[src/rtl/pair_pkg.sv]
package pair_pkg;

  typedef enum logic [1:0] {
    CLS_INT    = 2'd0,
    CLS_LDST   = 2'd1,
    CLS_FP     = 2'd2,
    CLS_BRANCH = 2'd3
  } instr_class_e;

  localparam int PIPE_F = 0;
  localparam int PIPE_M = 1;

  typedef struct packed {
    logic       f_use;
    logic       f_src;
    logic       m_use;
    logic       m_src;
    logic [1:0] count;
  } route_t;

  function automatic route_t route_single(input logic src, input logic [1:0] mask);
    route_t r;
    r = '0;
    if (mask[PIPE_F]) begin
      r.f_use = 1'b1;
      r.f_src = src;
    end else begin
      r.m_use = 1'b1;
      r.m_src = src;
    end
    r.count = 2'd1;
    return r;
  endfunction

  function automatic route_t route_pair(input logic v0, input logic [1:0] e0,
                                        input logic v1, input logic [1:0] e1);
    route_t r;
    r = '0;
    if (!v0) begin
      if (v1 && e1 != 2'b00) r = route_single(1'b1, e1);
    end else if (e0 == 2'b00) begin
      r = '0;
    end else if (!v1 || e1 == 2'b00) begin
      r = route_single(1'b0, e0);
    end else if (e0[PIPE_F] && e1[PIPE_M]) begin
      r.f_use = 1'b1; r.f_src = 1'b0;
      r.m_use = 1'b1; r.m_src = 1'b1;
      r.count = 2'd2;
    end else if (e0[PIPE_M] && e1[PIPE_F]) begin
      r.m_use = 1'b1; r.m_src = 1'b0;
      r.f_use = 1'b1; r.f_src = 1'b1;
      r.count = 2'd2;
    end else begin
      r = route_single(1'b0, e0);
    end
    return r;
  endfunction

endpackage

[src/rtl/pair_route_logic.sv]
module pair_route_logic
  import pair_pkg::*;
(
  input  logic       v0,
  input  logic [1:0] e0,
  input  logic       v1,
  input  logic [1:0] e1,
  output logic       f_use,
  output logic       f_src,
  output logic       m_use,
  output logic       m_src,
  output logic [1:0] count
);
  route_t r;

  always_comb begin
    r     = route_pair(v0, e0, v1, e1);
    f_use = r.f_use;
    f_src = r.f_src;
    m_use = r.m_use;
    m_src = r.m_src;
    count = r.count;
  end


  always_comb begin
    if (f_use && m_use) begin
      dual_src_chk: assert (f_src != m_src)
        else $error("both pipes routed from one slot");
    end
  end
endmodule

[src/rtl/bus_lane.sv]
module bus_lane #(
  parameter int DATA_W = 32,
  localparam int PAY_W = DATA_W + 2
) (
  input  logic              clk,
  input  logic              rst,
  input  logic              hold,
  input  logic              take,
  input  logic              src,
  input  logic [PAY_W-1:0]  pay0,
  input  logic [PAY_W-1:0]  pay1,
  output logic              valid,
  output logic [PAY_W-1:0]  pay
);
  logic [PAY_W-1:0] pick;
  assign pick = src ? pay1 : pay0;

  always_ff @(posedge clk) begin
    if (rst) begin
      valid <= 1'b0;
      pay   <= '0;
    end else if (!hold) begin
      valid <= take;
      pay   <= take ? pick : '0;
    end
  end


  lane_hold_chk: assert property (@(posedge clk) disable iff (rst)
    hold |=> ($stable(valid) && $stable(pay)));
endmodule

[src/rtl/dual_issue_pairer.sv]
module dual_issue_pairer
  import pair_pkg::*;
#(
  parameter int DATA_W = 32
) (
  input  logic              clk,
  input  logic              rst,
  input  logic              stall,
  input  logic              s0_valid,
  input  logic [1:0]        s0_class,
  input  logic [1:0]        s0_pipes,
  input  logic [DATA_W-1:0] s0_data,
  input  logic              s1_valid,
  input  logic [1:0]        s1_class,
  input  logic [1:0]        s1_pipes,
  input  logic [DATA_W-1:0] s1_data,
  output logic              fbus_valid,
  output logic [1:0]        fbus_class,
  output logic [DATA_W-1:0] fbus_data,
  output logic              mbus_valid,
  output logic [1:0]        mbus_class,
  output logic [DATA_W-1:0] mbus_data,
  output logic [1:0]        consume
);
  localparam int PAY_W = DATA_W + 2;
  localparam int NLANE = 2;

  logic       f_use, f_src, m_use, m_src;
  logic [1:0] route_count;
  logic [PAY_W-1:0] pay0, pay1;
  logic [NLANE-1:0] lane_take, lane_src, lane_valid;
  logic [PAY_W-1:0] lane_pay [NLANE];

  assign pay0 = {s0_class, s0_data};
  assign pay1 = {s1_class, s1_data};

  pair_route_logic u_route (
    .v0(s0_valid), .e0(s0_pipes), .v1(s1_valid), .e1(s1_pipes),
    .f_use(f_use), .f_src(f_src), .m_use(m_use), .m_src(m_src),
    .count(route_count)
  );

  assign lane_take = {m_use, f_use};
  assign lane_src  = {m_src, f_src};

  for (genvar g = 0; g < NLANE; g++) begin : g_lane
    bus_lane #(.DATA_W(DATA_W)) u_lane (
      .clk(clk), .rst(rst), .hold(stall),
      .take(lane_take[g]), .src(lane_src[g]),
      .pay0(pay0), .pay1(pay1),
      .valid(lane_valid[g]), .pay(lane_pay[g])
    );
  end

  assign consume    = stall ? 2'd0 : route_count;
  assign fbus_valid = lane_valid[PIPE_F];
  assign mbus_valid = lane_valid[PIPE_M];
  assign {fbus_class, fbus_data} = lane_pay[PIPE_F];
  assign {mbus_class, mbus_data} = lane_pay[PIPE_M];


  consume_match_chk: assert property (@(posedge clk) disable iff (rst)
    !stall |=> (2'(fbus_valid) + 2'(mbus_valid)) == $past(consume));


  stall_zero_chk: assert property (@(posedge clk) disable iff (rst)
    stall |-> consume == 2'd0);


  older_block_chk: assert property (@(posedge clk) disable iff (rst)
    (s0_valid && s0_pipes == 2'b00) |-> consume == 2'd0);


  empty_pair_chk: assert property (@(posedge clk) disable iff (rst)
    (!s0_valid && !s1_valid && !stall) |=> (!fbus_valid && !mbus_valid));
endmodule

[config.mk]
export PLATFORM = sky130hd
export DESIGN_NAME = dual_issue_pairer
export DESIGN_NICKNAME = d
export VERILOG_FILES = /design/src/rtl/pair_pkg.sv /design/src/rtl/pair_route_logic.sv /design/src/rtl/bus_lane.sv /design/src/rtl/dual_issue_pairer.sv
export SDC_FILE = /design/constraint.sdc
export NUM_CORES = 1
export LEC_CHECK = 0
export ABC_AREA = 0
export CORE_MARGIN = 2
export CORE_UTILIZATION = 63
export DETAILED_ROUTE_END_ITERATION = 10
export DONT_BUFFER_PORTS = 1
export PLACE_DENSITY = 0.79
export SLEW_MARGIN = 20
export SYNTH_ARGS = -nofsm -noshare
export SYNTH_HDL_FRONTEND = slang
export SYNTH_SLANG_ARGS = --single-unit
[constraint.sdc]
create_clock -name clk -period 1.4 [get_ports clk]
set_input_delay 0.21 -clock clk [delete_from_list [all_inputs] [get_ports clk]]
set_output_delay 0.21 -clock clk [all_outputs]
set_load 0.02 [all_outputs]
* Yosys cells after proc, flatten, opt, wreduce, memory -nomap -nowiden
Cells that the tools add are included.
** Storage, ports and cells
- Register bits :: 70
- Latch bits :: 0
- Memory bits (writable) :: 0
- Memory bits (read-only) :: 0
- Logic and storage cells :: 27
- Memories kept :: 0
** Operators by class
- $add $sub $neg :: 0
- Multiply operators :: 0
- Divide/modulo/power cells :: 0
- Order comparisons :: 0
- Equality and inequality tests :: 0
- Shifts and indexed selects :: 0
- Muxes and demuxes :: 15
- Bitwise operators :: 0
- Reduce and logical (&&, ||, !) cells :: 8
** Operators with widths (count)
- 34-bit 2-to-1 mux :: 4
- 6-bit 2-to-1 mux :: 6
- 2-bit 2-to-1 mux :: 5
- 2-bit zero test :: 2
- 1-bit logical AND :: 3
- 2-bit nonzero test :: 1
- 1-bit zero test :: 1
- 1-bit logical OR :: 1

* Longest topological paths before layout
- Word-level depth :: 8
- Gate-level depth with buffers :: 6

* Modules after synthesis
A second synthesis with hierarchy kept.
** Second synthesis, totals
- Cell total of the unflattened synthesis :: 258
- Area, all modules :: 3490.8 um^2
** Modules (own cells, without submodules)
- bus_lane :: instances 2, cells an instance 119, area an instance 1689.1 um^2
- pair_route_logic :: instances 1, cells an instance 18, area an instance 100.1 um^2
- dual_issue_pairer :: instances 1, cells an instance 2, area an instance 12.5 um^2

* Least setup slack after synthesis
OpenSTA, ideal clock, no wires.
- Path type :: input -> register
- Start point :: in s1_valid
- End point :: reg g_lane[1].u_lane.pay[0]
- Setup time :: 87 ps
- Arrival time :: 1187 ps
- Slack :: 127 ps
- Cell stages on the path :: 6
- Path buffers :: 2
- Path through :: and2_4 > nand2b_1 > a211o_1 > buf_6 > buf_12 > a221oi_2
** On the way
- Longest elaborated chain between the ends :: 7
- Elaborated cells between the ends (all ways) :: 9
- Classes of those cells :: mux (6); reduce/logical (3)
** Ends and longest elaborated chain
- start: declaration :: RTL line dual_issue_pairer.sv:13 : input logic s1_valid,
- 1-bit zero test :: RTL line pair_pkg.sv:43 : end else if (!v1 || e1 == 2'b00) begin
- 1-bit logical OR :: RTL line pair_pkg.sv:43
- 6-bit 2-to-1 mux :: RTL line pair_pkg.sv:43
- 6-bit 2-to-1 mux :: RTL line pair_pkg.sv:41 : end else if (e0 == 2'b00) begin
- 6-bit 2-to-1 mux * :: RTL line pair_pkg.sv:39 : if (!v0) begin
- 34-bit 2-to-1 mux :: RTL line bus_lane.sv:16 : assign pick = src ? pay1 : pay0;
- 34-bit 2-to-1 mux * :: RTL line bus_lane.sv:24 : pay <= take ? pick : '0;
- end signal: assignment :: RTL line bus_lane.sv:24
- end: declaration :: RTL line bus_lane.sv:13 : output logic [PAY_W-1:0] pay
Every way passes the cells marked *; elsewhere a longest branch is shown, timed or not.
A chain may end at the register's enable or synchronous reset.

==> metrics.cfg <==
[yosys]
netlist_area_mm2=0.00342
ys_types=32
ys_ff_latch=70
yosysSeqAreaShare_pct=41.0
synth_cells=364
synth_nets=441
postSynthAreaPerCell_um2=9.38
yosys_warnings=0

[critical_path]
slowest_delay_ns=0.57
worstPathMaxFanout=2
path_cells=nor2_1 -> a211oi_1 -> dlygate4sd3_1
endpoint_kind=flip-flop
critPathArrivalTime_ns=1.56
crit_path_start_kind=flip-flop
crit_required_ns=1.67
cp_slowest_cell=dlygate4sd3_1
critPathKind=flip-flop to flip-flop

[floorplan]
num_io_pins=149
core.rowCount=26
chipHeight_um=77.6
core-area_mm2=0.00517
die_w_um=77.6
dieArea_mm2=0.00603
start_util_pct=66.0

[detailed_routing]
wl_met3_um=750
wl_per_cell_um=19.2
route.top_layer_used=met4
drt-initial-drc-count=176
wirelength_mm=8.43
dr.pass1.iters=4
viasPerCell=6.24
drt-met1-wl_mm=3.36
routed-wl-met2_mm=4.18
ant_nets=0
drcViolationCount=0
vias=2745

[finish]
fin_nets=442
diodes=0
drive_gt1_share_pct=19.2
layout_commonest_cell=nand2_1
area_growth_syn_to_layout_pct=10.4
fill_cells=387
final_cell_mix=nand2_1, dfxtp_1, a21boi_0, mux2i_1, a221oi_2

[timing]
drv_slew=0
rsz0062_at_grt=false
period_needed_ns=1.29
clock_skew_ns=0
layout_setup_ws_ns=0.109
fin_crit_sh_pct=92.2
tightest_slew_ns=0.299
max_freq_mhz=775
hold_ws_ns=-0.0562
slew_headroom_pct=79.9
setup_viol=0
hold_viol=35

[grt]
antenna_found_initial=0
grt_max_degree=41
grt_pass1_wl_mm=13.7
grt_usage_pct=28.8
grt-ovfl-total=0
grt_pass1_vias=2878

[cts]
clockBufferDepth=2
cts_buffers=9
htreeDepth=3
clkSlewWorstSetupHoldPaths_ns=0.08
clock_sinks=70
cts_hold_buf=1
root_buffer=clkbuf_8
cts_tree=done
clk_latency_ns=0.33

[placement]
portBuffers=0
gp_congestion=0.778
place_hpwl_mm=5.91
place_ws_ns=-0.0159

[power_and_ir_drop]
peakVddDrop_mv=0.758
leakagePower_uw=0.00134
p_per_area_mw_per_mm2=1230

[flow_run]
drv_cap=0

[status]
violations=negative hold slack
outcome=finished, violations left

[worst_hold_path]
hp-class=input port to flip-flop

[per-layer routing]
| layer | vias up | track usage (%) |
|---|---|---|
| li1 | 1314 | - |
| met1 | 1309 | 32.4 |
| met2 | 109 | 48.5 |
| met3 | 13 | 10.6 |
| met4 | 0 | 12.5 |
| met5 | - | 0 |
[timing repair]
item | 4_1_cts | 5_1_grt
endpoints found under the setup margin | 0 | 1
hold endpoints to repair | 36 | 35
buffers inserted | 0 | 0
gates resized for setup | 0 | 1
[final cells by class]
class                           count  area [µm²]  share of cell area, %
Clock inverter                      5         106                   2.82
Inverter                            2        7.51                  0.199
Timing Repair Buffer               19         220                   5.84
Tap cell                           70        87.6                   2.32
Clock buffer                       11         141                   3.75
Multi-Input combinational cell    263        1800                   47.9
Sequential cell                    70        1400                   37.2
[synthesized netlist by cell type]
cell / instances / area share [%]
dfxtp_1: 70 / 41
nor3_1: 1 / 0.15
buf_2: 2 / 0.29
nand2_1: 104 / 11
o21a_1: 1 / 0.22
a221oi_1: 5 / 1.3
a21bo_2: 1 / 0.29
a21boi_0: 34 / 7.5
o21ai_2: 1 / 0.26
nand3_1: 1 / 0.15
clkbuf_1: 14 / 1.5
buf_4: 4 / 0.88
clkbuf_2: 1 / 0.15
o21ai_1: 10 / 1.5
buf_12: 3 / 1.8
a221oi_2: 30 / 13
inv_1: 2 / 0.22
o21ai_0: 24 / 3.5
o211ai_1: 2 / 0.44
and2_4: 2 / 0.51
and4_2: 1 / 0.29
mux2i_1: 34 / 10
buf_1: 1 / 0.11
buf_6: 4 / 1.3
nor2_1: 3 / 0.33
a22o_1: 1 / 0.26
or3_1: 1 / 0.18
a21oi_1: 2 / 0.29
a211o_1: 1 / 0.26
nand2b_1: 2 / 0.37
a31oi_1: 1 / 0.18
a211oi_1: 1 / 0.22
[critical path, delay by kind of cell, from the launching register on]
kind	cells	cell delay (ns)
flip-flops	1	0.41
AND/OR/NAND/NOR	1	0.06
AO/OA/AOI/OAI	1	0.19
buffers and inverters	1	0.57
[report_power, final]
part / switching, µW / leakage, µW / internal (µW)
sequential: 145 / 0.000570 / 2070
combinational: 239 / 0.000654 / 203
clock: 755 / 0.000120 / 1240
total: 1140 / 0.00134 / 3510
[worst paths after layout]
path / start / to / slack [ns] / depth (start not counted)
setup / recovery: g_lane[0].u_lane.valid / g_lane[0].u_lane.valid / 0.11 / 3
hold reg to reg: g_lane[1].u_lane.pay[2] / g_lane[1].u_lane.pay[2] / 0.50 / 2
hold / removal: rst / g_lane[1].u_lane.pay[18] / -0.06 / 1
setup reg to reg: g_lane[0].u_lane.valid / g_lane[0].u_lane.valid / 0.11 / 3
[registers in the layout, summed over array words and instances (netlist names)]
| signal | cells |
|---|---|
| g_lane.u_lane.pay | 68 |
| g_lane.u_lane.valid | 2 |
[cell families (layout without fill, tap and decap cells)]
| family | Yosys count | count (layout) | synth area share [%] |
|---|---|---|---|
| and+or+nand+nor | 115 | 115 | 13.4 |
| DFF | 70 | 70 | 41.0 |
| muxes | 34 | 34 | 9.96 |
| AOI/OAI and AO/OA | 114 | 114 | 29.3 |
| buffers and inverters | 31 | 37 | 6.26 |
[per-stage QoR]
| step | total power, µW | utilization (%) | cells | setup TNS [ns] | area (µm²) |
|---|---|---|---|---|---|
| finish | 4650 | 72.9 | 440 | 0 | 3770 |
| CTS | 4680 | 72.9 | 440 | 0 | 3770 |
| floorplan | 2640 | - | 364 | 0 | 3420 |
| global placement | 2680 | 67.9 | 423 | 0 | 3510 |
| detailed placement | 2700 | 67.9 | 423 | -0.0472 | 3510 |
| global route | 4800 | 72.9 | 440 | 0 | 3770 |
Note: power is estimated with default switching activity, not from simulation.
